## config.mk

```make
export PLATFORM = sky130hd
export DESIGN_NAME = pgwalk_top
export DESIGN_NICKNAME = d
export VERILOG_FILES = /design/src/rtl/pgw_pkg.sv /design/src/rtl/pgw_addr.sv /design/src/rtl/pgw_perm.sv /design/src/rtl/pgw_frame.sv /design/src/rtl/pgwalk_top.sv
export SDC_FILE = /design/constraint.sdc
export NUM_CORES = 1
export LEC_CHECK = 0
export BUFFER_PORTS_ARGS = -buffer_cell sky130_fd_sc_hd__buf_2
export CAP_MARGIN = 15
export CORE_MARGIN = 2
export CORE_UTILIZATION = 49
export DETAILED_ROUTE_END_ITERATION = 8
export MAX_ROUTING_LAYER = met4
export PLACE_DENSITY_LB_ADDON = 0.15
export SYNTH_ARGS = -nofsm -noshare
export SYNTH_HDL_FRONTEND = slang
export SYNTH_SLANG_ARGS = --single-unit
```

## constraint.sdc

```tcl
create_clock -name clk -period 4.15 [get_ports clk]
set_clock_uncertainty 0.2 [all_clocks]
set_input_delay 0.83 -clock clk [delete_from_list [all_inputs] [get_ports clk]]
set_output_delay 0.83 -clock clk [all_outputs]
set_load 0.005 [all_outputs]
```

## src/rtl/pgw_pkg.sv

```systemverilog
package pgw_pkg;
  localparam int PG_SHIFT = 12;
  localparam int IDX_W    = 10;
  localparam int ENT_P    = 0;
  localparam int ENT_RW   = 1;
  localparam int ENT_US   = 2;
  localparam int ENT_A    = 5;
  localparam int ENT_D    = 6;
  localparam int ENT_PS   = 7;

  typedef enum logic [2:0] {
    W_IDLE,
    W_RD_DIR,
    W_WB_DIR,
    W_RD_TBL,
    W_WB_TBL,
    W_DONE
  } walk_st_e;
endpackage

```

## src/rtl/pgw_addr.sv

```systemverilog
module pgw_addr
  import pgw_pkg::*;
#(
  parameter int ADDR_W = 32
) (
  input  logic [ADDR_W-PG_SHIFT-1:0] root_frame,
  input  logic [ADDR_W-PG_SHIFT-1:0] dir_frame,
  input  logic [ADDR_W-1:0]          lin,
  input  logic [ADDR_W-1:0]          a20,
  output logic [ADDR_W-1:0]          dir_addr,
  output logic [ADDR_W-1:0]          tbl_addr
);
  localparam int DIR_SH = PG_SHIFT + IDX_W - 2;
  localparam int TBL_SH = PG_SHIFT - 2;
  localparam logic [ADDR_W-1:0] TBL_MSK = ADDR_W'(((1 << IDX_W) - 1) << 2);

  logic [ADDR_W-1:0] dir_off, tbl_off;

  always_comb begin
    dir_off  = (lin >> DIR_SH) & ~ADDR_W'(3);
    tbl_off  = (lin >> TBL_SH) & TBL_MSK;
    dir_addr = ({root_frame, {PG_SHIFT{1'b0}}} + dir_off) & a20;
    tbl_addr = ({dir_frame, {PG_SHIFT{1'b0}}} + tbl_off) & a20;
  end
endmodule

```

## src/rtl/pgw_perm.sv

```systemverilog
module pgw_perm
  import pgw_pkg::*;
#(
  parameter int ADDR_W = 32
) (
  input  logic [ADDR_W-1:0] pde,
  input  logic [ADDR_W-1:0] pte,
  input  logic              big,
  input  logic              wr,
  input  logic              usr,
  input  logic              wp,
  output logic              prot_fault,
  output logic [ADDR_W-1:0] upd_entry,
  output logic              upd_needed,
  output logic              wr_grant
);
  logic              r_rw, r_us;
  logic [ADDR_W-1:0] fin;

  always_comb begin
    fin  = big ? pde : pte;
    r_rw = big ? pde[ENT_RW] : (pde[ENT_RW] & pte[ENT_RW]);
    r_us = big ? pde[ENT_US] : (pde[ENT_US] & pte[ENT_US]);
    if (usr)
      prot_fault = !r_us || (wr && !r_rw);
    else
      prot_fault = wr && wp && !r_rw;
    upd_entry  = fin | (ADDR_W'(1) << ENT_A) | (wr ? (ADDR_W'(1) << ENT_D) : '0);
    upd_needed = (upd_entry != fin);
    wr_grant   = upd_entry[ENT_D] && (usr ? r_rw : (r_rw || !wp));
  end
endmodule

```

## src/rtl/pgw_frame.sv

```systemverilog
module pgw_frame
  import pgw_pkg::*;
#(
  parameter int ADDR_W = 32
) (
  input  logic [ADDR_W-PG_SHIFT-1:0] ent_frame,
  input  logic [IDX_W-1:0]           lin_mid,
  input  logic [ADDR_W-PG_SHIFT-1:0] a20_frame,
  input  logic                       big,
  output logic [ADDR_W-PG_SHIFT-1:0] ppage
);
  localparam int VPN_W = ADDR_W - PG_SHIFT;

  always_comb begin
    if (big)
      ppage = ({ent_frame[VPN_W-1:IDX_W], {IDX_W{1'b0}}} & a20_frame)
              | {{(VPN_W-IDX_W){1'b0}}, lin_mid};
    else
      ppage = ent_frame & a20_frame;
  end
endmodule

```

## src/rtl/pgwalk_top.sv

```systemverilog
module pgwalk_top
  import pgw_pkg::*;
#(
  parameter int ADDR_W = 32
) (
  input  logic                       clk,
  input  logic                       rst,
  input  logic                       req_valid,
  output logic                       req_ready,
  input  logic [ADDR_W-1:0]          req_lin,
  input  logic                       req_write,
  input  logic                       req_user,
  input  logic                       cr0_pg,
  input  logic                       cr0_wp,
  input  logic [ADDR_W-1:0]          cr3,
  input  logic                       cr4_pse,
  input  logic [ADDR_W-1:0]          a20_mask,
  output logic                       mem_req,
  output logic                       mem_we,
  output logic [ADDR_W-1:0]          mem_addr,
  output logic [ADDR_W-1:0]          mem_wdata,
  input  logic [ADDR_W-1:0]          mem_rdata,
  input  logic                       mem_ack,
  output logic                       done,
  output logic                       fault,
  output logic [2:0]                 err_code,
  output logic [ADDR_W-PG_SHIFT-1:0] vpage,
  output logic [ADDR_W-PG_SHIFT-1:0] ppage,
  output logic                       wr_ok
);
  localparam int VPN_W = ADDR_W - PG_SHIFT;
  localparam logic [ADDR_W-1:0] ACC_M = ADDR_W'(1) << ENT_A;

  walk_st_e          st;
  logic [ADDR_W-1:0] lin_q, a20_q, pde_q, wb_q;
  logic [VPN_W-1:0]  root_q;
  logic              wr_q, usr_q, wp_q, pse_q, big_q;

  logic              fault_q, wrok_q;
  logic [2:0]        err_q;
  logic [VPN_W-1:0]  vpage_q, ppage_q;

  logic [ADDR_W-1:0] dir_addr, tbl_addr;
  logic [ADDR_W-1:0] perm_pde, upd_entry;
  logic              perm_big, prot_fault, upd_needed, wr_grant;
  logic [VPN_W-1:0]  frame_pg;

  pgw_addr #(.ADDR_W(ADDR_W)) u_addr (
    .root_frame (root_q),
    .dir_frame  (pde_q[ADDR_W-1:PG_SHIFT]),
    .lin        (lin_q),
    .a20        (a20_q),
    .dir_addr   (dir_addr),
    .tbl_addr   (tbl_addr)
  );

  assign perm_big = (st == W_RD_DIR);
  assign perm_pde = perm_big ? mem_rdata : pde_q;

  pgw_perm #(.ADDR_W(ADDR_W)) u_perm (
    .pde        (perm_pde),
    .pte        (mem_rdata),
    .big        (perm_big),
    .wr         (wr_q),
    .usr        (usr_q),
    .wp         (wp_q),
    .prot_fault (prot_fault),
    .upd_entry  (upd_entry),
    .upd_needed (upd_needed),
    .wr_grant   (wr_grant)
  );

  pgw_frame #(.ADDR_W(ADDR_W)) u_frame (
    .ent_frame (upd_entry[ADDR_W-1:PG_SHIFT]),
    .lin_mid   (lin_q[PG_SHIFT+IDX_W-1:PG_SHIFT]),
    .a20_frame (a20_q[ADDR_W-1:PG_SHIFT]),
    .big       (perm_big),
    .ppage     (frame_pg)
  );

  always_ff @(posedge clk) begin
    if (rst) begin
      st      <= W_IDLE;
      lin_q   <= '0;
      a20_q   <= '0;
      pde_q   <= '0;
      wb_q    <= '0;
      root_q  <= '0;
      wr_q    <= 1'b0;
      usr_q   <= 1'b0;
      wp_q    <= 1'b0;
      pse_q   <= 1'b0;
      big_q   <= 1'b0;
      fault_q <= 1'b0;
      wrok_q  <= 1'b0;
      err_q   <= '0;
      vpage_q <= '0;
      ppage_q <= '0;
    end else begin
      case (st)
        W_IDLE: begin
          if (req_valid) begin
            lin_q   <= req_lin;
            a20_q   <= a20_mask;
            root_q  <= cr3[ADDR_W-1:PG_SHIFT];
            wr_q    <= req_write;
            usr_q   <= req_user;
            wp_q    <= cr0_wp;
            pse_q   <= cr4_pse;
            big_q   <= 1'b0;
            fault_q <= 1'b0;
            err_q   <= '0;
            vpage_q <= req_lin[ADDR_W-1:PG_SHIFT];
            if (cr0_pg) begin
              wrok_q  <= 1'b0;
              ppage_q <= '0;
              st      <= W_RD_DIR;
            end else begin
              wrok_q  <= 1'b1;
              ppage_q <= req_lin[ADDR_W-1:PG_SHIFT] & a20_mask[ADDR_W-1:PG_SHIFT];
              st      <= W_DONE;
            end
          end
        end
        W_RD_DIR: begin
          if (mem_ack) begin
            if (!mem_rdata[ENT_P]) begin
              fault_q <= 1'b1;
              err_q   <= {usr_q, wr_q, 1'b0};
              st      <= W_DONE;
            end else if (mem_rdata[ENT_PS] && pse_q) begin
              big_q <= 1'b1;
              if (prot_fault) begin
                fault_q <= 1'b1;
                err_q   <= {usr_q, wr_q, 1'b1};
                st      <= W_DONE;
              end else begin
                ppage_q <= frame_pg;
                wrok_q  <= wr_grant;
                wb_q    <= upd_entry;
                st      <= upd_needed ? W_WB_DIR : W_DONE;
              end
            end else begin
              pde_q <= mem_rdata | ACC_M;
              wb_q  <= mem_rdata | ACC_M;
              st    <= mem_rdata[ENT_A] ? W_RD_TBL : W_WB_DIR;
            end
          end
        end
        W_WB_DIR: begin
          if (mem_ack) st <= big_q ? W_DONE : W_RD_TBL;
        end
        W_RD_TBL: begin
          if (mem_ack) begin
            if (!mem_rdata[ENT_P]) begin
              fault_q <= 1'b1;
              err_q   <= {usr_q, wr_q, 1'b0};
              st      <= W_DONE;
            end else if (prot_fault) begin
              fault_q <= 1'b1;
              err_q   <= {usr_q, wr_q, 1'b1};
              st      <= W_DONE;
            end else begin
              ppage_q <= frame_pg;
              wrok_q  <= wr_grant;
              wb_q    <= upd_entry;
              st      <= upd_needed ? W_WB_TBL : W_DONE;
            end
          end
        end
        W_WB_TBL: begin
          if (mem_ack) st <= W_DONE;
        end
        W_DONE:  st <= W_IDLE;
        default: st <= W_IDLE;
      endcase
    end
  end

  assign req_ready = (st == W_IDLE);
  assign done      = (st == W_DONE);
  assign mem_req   = (st == W_RD_DIR) || (st == W_WB_DIR) ||
                     (st == W_RD_TBL) || (st == W_WB_TBL);
  assign mem_we    = (st == W_WB_DIR) || (st == W_WB_TBL);
  assign mem_addr  = ((st == W_RD_TBL) || (st == W_WB_TBL)) ? tbl_addr : dir_addr;
  assign mem_wdata = wb_q;
  assign fault     = fault_q;
  assign err_code  = err_q;
  assign vpage     = vpage_q;
  assign ppage     = ppage_q;
  assign wr_ok     = wrok_q;
endmodule

```

Word level (Yosys, flattened, before mapping)
Cells that the tools add are included.

storage, ports and cells
  flip-flop bits (word level) = 201
  word-level logic and storage cells = 139
  bits of input ports = 137
  output and inout port bits = 113

cells by class
  reduce and logical (&&, ||, !) cells = 26
  add/sub/neg operators = 2
  bitwise gates (word level) = 10
  muxes and demuxes = 70
  eq/ne operators = 15

operators with widths
  cell                number
  $mux 32             9
  $mux 20             9
  $add 32x12->32      2
  $and 32x32->32      2
  $pmux 32 s2         1
  $and 20x20->20      3
  $pmux 20 s3         1
  $mux 3              18
  $ne 32x32->1        1
  $or 32x32->32       1
  $mux 1              26
  $or 20x10->20       1
  $reduce_and 5->1    4
  $pmux 3 s5          1
  $ne 2x2->1 const B  7
  $pmux 3 s3          1
  $logic_or 1x1->1    7
  $mux 7              1
  $reduce_and 7->1    1
  $eq 3x2->1 const B  2
  $eq 3x3->1 const B  2
  $pmux 1 s3          2
  $logic_and 1x1->1   5
  $reduce_and 4->1    1
  other kinds (11)    15

Depth between registers and ports, before layout
Gate-level depths: netlist of the first run.

  depth after elaboration = 13
  mapped depth = 9
  gate-level depth less buffers = 5

Modules after synthesis
Synthesis of the first run repeated with hierarchy kept, for this count alone.

second synthesis, totals
  cell total of the unflattened synthesis = 1125
  area total of the unflattened synthesis = 9160.0 um2

modules (own cells, without submodules)
  module      instances  cells each  area an instance (um2)  sequential area each (um2)
  pgwalk_top  1          971         7905.1                  3603.5
  pgw_perm    1          47          598.1                   0.0
  pgw_addr    1          65          409.1                   0.0
  pgw_frame   1          42          247.7                   0.0

Worst setup path before layout of the first run
OpenSTA, ideal clock, no wires.

  path type = reg2out
  start point = register st[2]
  end point = output mem_addr[10]
  data arrival time = 1.472 ns
  path slack = 1.648 ns
  stages on the path, launching flop included = 7
  required time = 3.120 ns
  path buffers = 2
  path through = dfxtp_1 > clkbuf_1 > nand2_1 > o21ai_0 > clkbuf_1 > nand2_1 > a21boi_0

on the way
  cells in the longest elaborated chain, start to end = 3
  elaborated cells between the ends (all ways) = 4
  classes of those cells = eq/ne: 2; mux: 1; reduce/logical: 1

ends and longest elaborated chain
  element                                   RTL line           RTL
  start: declaration                        pgwalk_top.sv:34   walk_st_e st;
  start signal: assignment                  pgwalk_top.sv:141  st <= upd_needed ? W_WB_DIR : W_DONE;
  start signal: assignment                  pgwalk_top.sv:146  st <= mem_rdata[ENT_A] ? W_RD_TBL : W_WB_DIR;
  start signal: assignment                  pgwalk_top.sv:151  if (mem_ack) st <= big_q ? W_DONE : W_RD_TBL;
  $eq 3x2->1 or $eq 3x3->1 (tied branches)  pgwalk_top.sv:185  assign mem_addr = ((st == W_RD_TBL) || (st == W_WB_TBL)) ? tbl_addr : dir_addr;
  $logic_or 1x1->1 (*)                      pgwalk_top.sv:185
  $mux 32 (*)                               pgwalk_top.sv:185
  end: declaration                          pgwalk_top.sv:20   output logic [ADDR_W-1:0] mem_addr,

Every way passes the cells marked *; elsewhere a longest branch is shown, timed or not.

Worst setup path in the final report of the first run
  start point = register st[1]
  end point = output mem_addr[30]

Same word-level chain as after synthesis.

==> results.yml, run 1 <==
critical_path:
  cp-startpoint: "st[1]"
  r2r-end: "pde_q[15]"
  cp.required_ns: 3.12
  critPathKind: "reg2out"
  critical_path.startpoint_type: "flip-flop"
  r2r_start: "st[0]"
  reg2reg_slack_ns: 1.21
  end_kind: "output port"
  worstPathMaxFanout: 29
  ff2ff_path_depth: 6
  crit_arrival_ns: 2.66
timing:
  fin_crit_ns: 3.69
  fmax_mhz: 271
  layout_setup_ws_ns: 0.464
  setup_tns_ns: 0
  max-slew-margin-rel_pct: 23.5
  worstMarginPinSlew_ns: 1.15
  rsz0062_at_grt: "false"
  setup-violations-final: 0
  slew_violations: 0
  hold_violations: 0
  min_period_over_period_pct: 88.8
pwr:
  p_leak_nw: 3.67
  peakVddDrop_mv: 0.311
  p_per_area_nw_per_um2: 481
synthesis:
  synth_cell_types: 46
  synth_top_family_by_area: "simple AND/OR/NAND/NOR gates"
  ys_ff_latch: 157
  synth_simple_gate_area_share_pct: 24.8
  syn_area_per_cell_sq_um: 7.57
  ys_warn_count: 0
  synth_largest_area_cell: "dfxtp_1"
  syn-instance-count: 919
  synthFlopType: "dfxtp_1"
  synth_top_area_share_pct: 45.2
  synth_compound_area_share_pct: 20.3
  yosys-top-cells-area: "dfxtp_1 (45%), nand2_1 (18%), a21oi_1 (9.2%)"
  synth_xor_area_share_pct: 0.126
  synth_adder_area_share_pct: 0
  synth_mux_area_share_pct: 4.17
  synth_edf_count: 0
  syn-cell-area_sq_um: 6950
  synth-async-reset-ratio_pct: 0
  ys_seq_area_share_pct: 45.2
detailed_routing:
  viasPerCell: 5.51
  drc_errors: 0
  antenna_left: 0
  drt_wl_total_um: 22500
  drtPass1Iterations: 5
  wl_per_cell_um: 17.4
  drt_iter0_markers: 658
  num_vias: 7132
job:
  cap_violations: 0
clock_tree:
  root_buffer: "clkbuf_16"
  clk_pin_slew_ns: 0.06
  cts_made_buffers: 17
  clockBufferDepth: 2
  clock_sinks: 157
  ctsHoldBuffers: 0
  clk_latency_ns: 0.42
  post_cts_buffers: 0
  cts_resized: 0
  cts.htree.levels: 4
  cts_tree: "done"
cells_and_area:
  nFillCells: 1319
  finalNetCount: 1235
  final_cell_mix: "nand2_1 (338), buf_2 (220), dfxtp_1 (157)"
  syn2layout_area_growth_pct: 25.4
  final_common_cell: "nand2_1"
  drive_gt1_share_pct: 25.9
  utilization_pct: 62.8
floorplan:
  coreArea_sq_um: 13900
  fp.dieH_um: 123
  dieArea_sq_um: 15200
  die_width_um: 123
  rows: 43
  initial_core_util_pct: 50.1
  ioPinCount: 250
global_route:
  antenna_found_initial: 3
  track_usage_pct: 29.9
  grt-ovfl-total: 0
  grt_first_pass_wirelength_um: 33700
  grt_max_degree: 105
  first_global_vias: 6194
place:
  hpwl_um: 15200
  port-buffer-count: 221
  pre_cts_slack_ns: 0.917
  gp_congestion: 0.905
status:
  status: "finished clean"
min_path:
  hold_path_depth: 2
  worstHoldPathType: "reg2reg"
  worst_hold_startpoint: "mem_wdata[4]"
  hold_end: "mem_wdata[4]"
[state kept, by name (all words and copies together), names as in the netlist]
signal	cells
lin_q	20
mem_wdata	32
err_code	3
usr_q	1
ppage	20
wr_ok	1
fault	1
big_q	1
st	3
a20_q	30
root_q	20
pse_q	1
pde_q	22
wp_q	1
wr_q	1
[synth_stat cells, types with 5 or more instances]
master and instances:
a21oi_1 128, nand3_1 26, a31oi_1 12, buf_1 5, dfxtp_1 157, inv_1 6
mux2i_1 29, o221a_2 11, buf_2 11, nor3_1 26, buf_6 5, nand2_1 338
clkbuf_1 52, a211oi_1 13, a21boi_0 31, o21ai_0 10, nor2_1 18
[logic make-up (layout without fill, tap and decap cells)]
| family | count (synthesis) | after routing |
|---|---|---|
| AND/OR/NAND/NOR | 425 | 425 |
| AO/OA/AOI/OAI | 223 | 223 |
| flip-flops | 157 | 157 |
| buffers and inverters | 83 | 274 |
| multiplexers | 29 | 29 |
| other | 1 | 5 |
| XOR/XNOR | 1 | 1 |
[metal layers]
metal | part of all wire [%] | wire length, um | vias up | global-route usage [%]
met1 | 46 | 10300 | 3338 | 41.9
met5 | 0 | 0 | - | -
met3 | 8.0 | 1800 | 30 | 6.18
li1 | - | - | 3448 | -
met2 | 45 | 10100 | 316 | 43.9
met4 | 1.5 | 347 | 0 | 7.88
[worst max-delay path, cell delays in order (launching register included)]
cell and delay (ns):
dfxtp_1 0.31, buf_4 0.24, nor2_1 0.33, nand2_1 0.11, o21ai_2 0.42, buf_4 0.33, nand2_1 0.07, a21boi_0 0.25
buf_2 0.17
[worst max path at each step]
stage	slack, ns	end	cells after the start
floorplan	1.65	mem_addr[10]	6
global placement	0.94	mem_addr[30]	8
detailed placement	0.92	mem_addr[30]	8
CTS	0.47	mem_addr[30]	8
global route	0.34	mem_addr[30]	8
finish	0.46	mem_addr[30]	8
[report_power, final]
| part | leakage (nW) | internal [W] | switching [W] |
|---|---|---|---|
| logic | 2.09 | 0.000307 | 0.000527 |
| registers | 1.28 | 0.00165 | 0.0000943 |
| clock network | 0.304 | 0.00102 | 0.000595 |
| total | 3.67 | 0.00298 | 0.00122 |
[final cells by class]
type	count	area [sq um]	share of cell area, %
Antenna cell	3	7.51	0.0861
Clock buffer	26	509	5.84
Clock inverter	6	105	1.21
Inverter	7	26.3	0.301
Multi-Input combinational cell	680	3480	39.9
Sequential cell	157	3140	36.1
Tap cell	180	225	2.58
Timing Repair Buffer	235	1230	14.1
[stage by stage]
step,power [W],hold slack (ns),std cells,cell area [sq um]
after global placement,0.00258,0.238,1258,8080
after detailed placement,0.00260,0.245,1258,8080
after floorplan,0.00227,0.232,920,6960
after global routing,0.00437,0.268,1294,8720
after CTS,0.00420,0.253,1290,8690
final,0.00420,0.253,1294,8720
(Power assumes the default switching activity.)
==> run 2: changes to the inputs <==
--- a/config.mk
+++ b/config.mk
@@ -12,6 +12,7 @@
 export DETAILED_ROUTE_END_ITERATION = 8
 export MAX_ROUTING_LAYER = met4
 export PLACE_DENSITY_LB_ADDON = 0.15
+export RECOVER_POWER = 50
 export SYNTH_ARGS = -nofsm -noshare
 export SYNTH_HDL_FRONTEND = slang
 export SYNTH_SLANG_ARGS = --single-unit
==> results.yml, run 2 (synthesized netlist as in run 1, its figures left out) <==
critical_path:
  crit_top_cell: "nand2_1"
  cp.required_ns: 3.12
  path_cells: "clkbuf_1, nor2_1, nand2_1, o21ai_2, buf_4, nand2_1, a21boi_0, buf_2"
  cp-startpoint: "st[0]"
  ff2ff_path_depth: 7
  critPathTopFamily: "buffers and inverters"
  r2r-end: "mem_wdata[3]"
  cp_slowest_stage_delay_ns: 0.43
  critical_path_depth: 8
  end_kind: "output port"
  cp-endpoint: "mem_addr[30]"
  reg2reg_slack_ns: 0.76
  crit_arrival_ns: 2.78
  cp_num_buf_inv: 3
  worstPathMaxFanout: 22
  critPathKind: "reg2out"
  slowest_stage: "o21ai_2"
  r2r_start: "st[0]"
  critical_path.startpoint_type: "flip-flop"
pwr:
  switching_share_pct: 29.1
  combPwrFrac_pct: 19.5
  power_frac_seq_pct: 41.7
  peakVddDrop_mv: 0.314
  intPower_w: 0.00296
  clockPowerShare_pct: 38.8
  p_per_area_nw_per_um2: 485
  switchingPower_w: 0.00122
  p_leak_nw: 3.43
floorplan:
  initial_core_util_pct: 50.1
  die_width_um: 123
  ioPinCount: 250
  coreArea_sq_um: 13900
  rows: 43
  fp.dieH_um: 123
  dieArea_sq_um: 15200
cells_and_area:
  final_common_cell: "nand2_1"
  nFillCells: 1354
  finalNetCount: 1235
  largest_reg_flops: 32
  drive_gt1_share_pct: 20.3
  syn2layout_area_growth_pct: 23.9
  utilization_pct: 62.1
  final_cell_mix: "nand2_1 (338), buf_2 (163), dfxtp_1 (157)"
timing:
  min_period_over_period_pct: 91.8
  slew_violations: 77
  fmax_mhz: 262
  hold_violations: 0
  max-slew-margin-rel_pct: -9.54
  rsz0062_at_grt: "false"
  setup_tns_ns: 0
  worstMarginPinSlew_ns: 1.64
  fin_crit_ns: 3.81
  setup-violations-final: 0
clock_tree:
  root_buffer: "clkbuf_16"
  post_cts_buffers: 0
  clk_pin_slew_ns: 0.06
  cts_made_buffers: 17
  ctsHoldBuffers: 0
  clock_sinks: 157
  clockBufferDepth: 2
  clk_latency_ns: 0.42
  cts.htree.levels: 4
  cts_tree: "done"
  cts_resized: 0
detailed_routing:
  wl_per_cell_um: 17.5
  antenna_left: 0
  drt_wl_total_um: 22600
  viasPerCell: 5.49
  drc_errors: 0
  drt_iter0_markers: 586
  num_vias: 7107
  drtPass1Iterations: 5
min_path:
  worst_hold_startpoint: "a20_q[10]"
  hold_path_depth: 2
  worstHoldPathType: "reg2reg"
global_route:
  antenna_found_initial: 3
  grt_first_pass_wirelength_um: 33700
  grt-ovfl-total: 0
  first_global_vias: 6194
  grt_max_degree: 105
  track_usage_pct: 29.9
job:
  cap_violations: 1
status:
  status: "finished, violations left"
  violations: "capacitance limit, slew limit"
place:
  port-buffer-count: 221
  gp_congestion: 0.905
  hpwl_um: 15200
## run 2: changes by cell type in the layout (fill, tap and decap cells not counted), sizes merged
cell / previous run / this run
buf: 235 / 177
clkbuf: 26 / 84
## run 2: worst min-delay path by stage
stage               endpoint
5_1_grt        mem_wdata[30]
2_1_floorplan      a20_q[10]
4_1_cts            a20_q[11]
3_5_place_dp        a20_q[8]
3_3_place_gp        a20_q[9]
6_report           a20_q[10]
## run 2: metal layers
metal  track usage [%]  part of all wire (%)  up-vias
met3              6.18                   8.9       22
met1              41.9                    45     3295
met2              43.9                    45      343
li1                  -                     -     3447
met5                 -                     0        -
met4              7.88                   1.4        0
## run 2: cell type report
type	instances	area [sq um]	area share, %
Clock buffer	26	509	5.91
Timing Repair Buffer	235	1150	13.3
Tap cell	180	225	2.61
Sequential cell	157	3140	36.5
Multi-Input combinational cell	680	3450	40.0
Inverter	7	26.3	0.305
Clock inverter	6	105	1.22
Antenna cell	3	7.51	0.0871
## run 2: worst min-delay path: stages, from the launching register on
cell,delay [ns]
dfxtp_1,0.31
nand2_1,0.05
a21oi_1,0.05
## run 2: through the flow
| stage | total power, W | hold slack (ns) | setup WS (ns) | cells | cell area (sq um) |
|---|---|---|---|---|---|
| final | 0.00418 | 0.254 | 0.339 | 1294 | 8610 |
| after global routing | 0.00436 | 0.269 | 0.190 | 1294 | 8610 |
| after CTS | 0.00420 | 0.253 | 0.474 | 1290 | 8690 |
| after detailed placement | 0.00260 | 0.245 | 0.917 | 1258 | 8080 |
| after global placement | 0.00258 | 0.238 | 0.939 | 1258 | 8080 |
| after floorplan | 0.00227 | 0.232 | 1.65 | 920 | 6960 |
## run 2: power groups by stage
stage / clock network, W / registers, W / logic [W]
6_report: 0.00162 / 0.00174 / 0.000815
2_1_floorplan: 0 / 0.00175 / 0.000515
5_1_grt: 0.00170 / 0.00176 / 0.000897
3_3_place_gp: 0 / 0.00177 / 0.000816
3_5_place_dp: 0 / 0.00177 / 0.000824
4_1_cts: 0.00164 / 0.00174 / 0.000828
==> run 3: changes to the inputs <==
--- a/config.mk
+++ b/config.mk
@@ -7,8 +7,10 @@
 export LEC_CHECK = 0
 export BUFFER_PORTS_ARGS = -buffer_cell sky130_fd_sc_hd__buf_2
 export CAP_MARGIN = 15
+export CELL_PAD_IN_SITES_DETAIL_PLACEMENT = 2
+export CELL_PAD_IN_SITES_GLOBAL_PLACEMENT = 2
 export CORE_MARGIN = 2
-export CORE_UTILIZATION = 49
+export CORE_UTILIZATION = 29
 export DETAILED_ROUTE_END_ITERATION = 8
 export MAX_ROUTING_LAYER = met4
 export PLACE_DENSITY_LB_ADDON = 0.15
==> results.yml, run 3 (synthesized netlist as in run 1, its figures left out) <==
floorplan:
  dieArea_sq_um: 25200
  die_width_um: 159
  ioPinCount: 250
  initial_core_util_pct: 29.6
  rows: 56
  fp.dieH_um: 159
  coreArea_sq_um: 23500
global_route:
  grt_max_degree: 92
  first_global_vias: 7704
  track_usage_pct: 23.8
  grt_first_pass_wirelength_um: 45300
  grt-ovfl-total: 0
  antenna_found_initial: 3
clock_tree:
  ctsHoldBuffers: 0
  post_cts_buffers: 0
  cts_resized: 0
  root_buffer: "clkbuf_16"
  clock_sinks: 157
  clockBufferDepth: 2
  cts.htree.levels: 4
  clk_latency_ns: 0.43
  cts_tree: "done"
  cts_made_buffers: 17
  clk_pin_slew_ns: 0.07
critical_path:
  critPathKind: "reg2reg"
  cp-endpoint: "pde_q[12]"
  cp.required_ns: 4.28
  reg2reg_slack_ns: 0.41
  crit_arrival_ns: 3.87
  path_cells: "clkbuf_1, a21oi_1, nand2b_1, clkbuf_1, nand2_1, a21oi_1"
  cp-startpoint: "st[1]"
  end_kind: "flip-flop"
  critical_path.startpoint_type: "flip-flop"
  r2r_start: "st[1]"
  r2r-end: "pde_q[12]"
  slowest_stage: "clkbuf_1"
  worstPathMaxFanout: 22
  cp_slowest_stage_delay_ns: 1.07
  ff2ff_path_depth: 6
timing:
  fmax_mhz: 267
  layout_setup_ws_ns: 0.411
  hold_violations: 0
  setup_tns_ns: 0
  fin_crit_ns: 3.74
  worstMarginPinSlew_ns: 1.46
  rsz0062_at_grt: "false"
  slew_violations: 0
  setup-violations-final: 0
  max-slew-margin-rel_pct: 2.64
  min_period_over_period_pct: 90.1
pwr:
  power.total_w: 0.00413
  p_leak_nw: 3.48
  p_per_area_nw_per_um2: 470
  peakVddDrop_mv: 0.222
detailed_routing:
  antenna_left: 0
  drt_iter0_markers: 331
  wl_per_cell_um: 20.2
  drt_wl_total_um: 29000
  viasPerCell: 5.00
  num_vias: 7195
  drc_errors: 0
  drtPass1Iterations: 4
place:
  hpwl_um: 20800
  port-buffer-count: 221
  gp_congestion: 0.831
  pre_cts_slack_ns: 0.829
  dpl.cell_count: 1403
cells_and_area:
  largest_reg_flops: 32
  regArea_sq_um: 3140
  final_common_cell: "nand2_1"
  nFillCells: 2817
  utilization_pct: 37.5
  layout.cells.non_filler: 1438
  finalNetCount: 1240
  drive_gt1_share_pct: 22.2
  syn2layout_area_growth_pct: 26.4
  multi_input_area_sq_um: 3440
  final_cell_mix: "nand2_1 (338), buf_2 (178), dfxtp_1 (157)"
min_path:
  worstHoldPathType: "reg2reg"
job:
  cap_violations: 0
status:
  status: "finished clean"
[run 3: per-stage QoR]
| stage | cell area (sq um) | hold WS, ns |
|---|---|---|
| 2_1_floorplan | 6960 | 0.232 |
| 6_report | 8790 | 0.253 |
| 4_1_cts | 8890 | 0.256 |
| 3_3_place_gp | 8330 | 0.240 |
| 5_1_grt | 8790 | 0.266 |
| 3_5_place_dp | 8330 | 0.246 |
[run 3: metal layers]
layer,global-route usage [%],up-vias,wire [um]
met5,-,-,0
met4,6.63,0,519
met3,4.34,29,1330
met2,38.7,161,13600
met1,30.5,3545,13600
li1,-,3460,-
[run 3: cell type report]
type                       instances  area share [%]
clock inverter                    13            1.21
inverter                           7           0.299
multi-input combinational        680            39.2
sequential                       157            35.8
clock buffer                      19            5.15
tap                              319            4.54
timing repair buffer             240            13.8
antenna                            3          0.0854
[run 3: critical path, delay by kind of cell (launching register included)]
kind / cells / cell delay (ns)
buf+inv: 2 / 1.93
flops: 1 / 0.65
compound gates: 2 / 0.52
simple gates: 2 / 0.32
[run 3: worst min-delay path by stage]
stage,from,to,slack (ns),depth (start not counted)
floorplan,a20_q[10],a20_q[10],0.23,2
global placement,mem_wdata[15],mem_wdata[15],0.24,2
detailed placement,a20_q[5],a20_q[5],0.25,2
CTS,a20_q[5],a20_q[5],0.26,2
global route,a20_q[10],a20_q[10],0.27,2
finish,a20_q[5],a20_q[5],0.25,2
[run 3: power by group]
part           switching [W]  internal, W
Clock               0.000695     0.000810
Sequential          0.000100      0.00165
Combinational       0.000574     0.000306
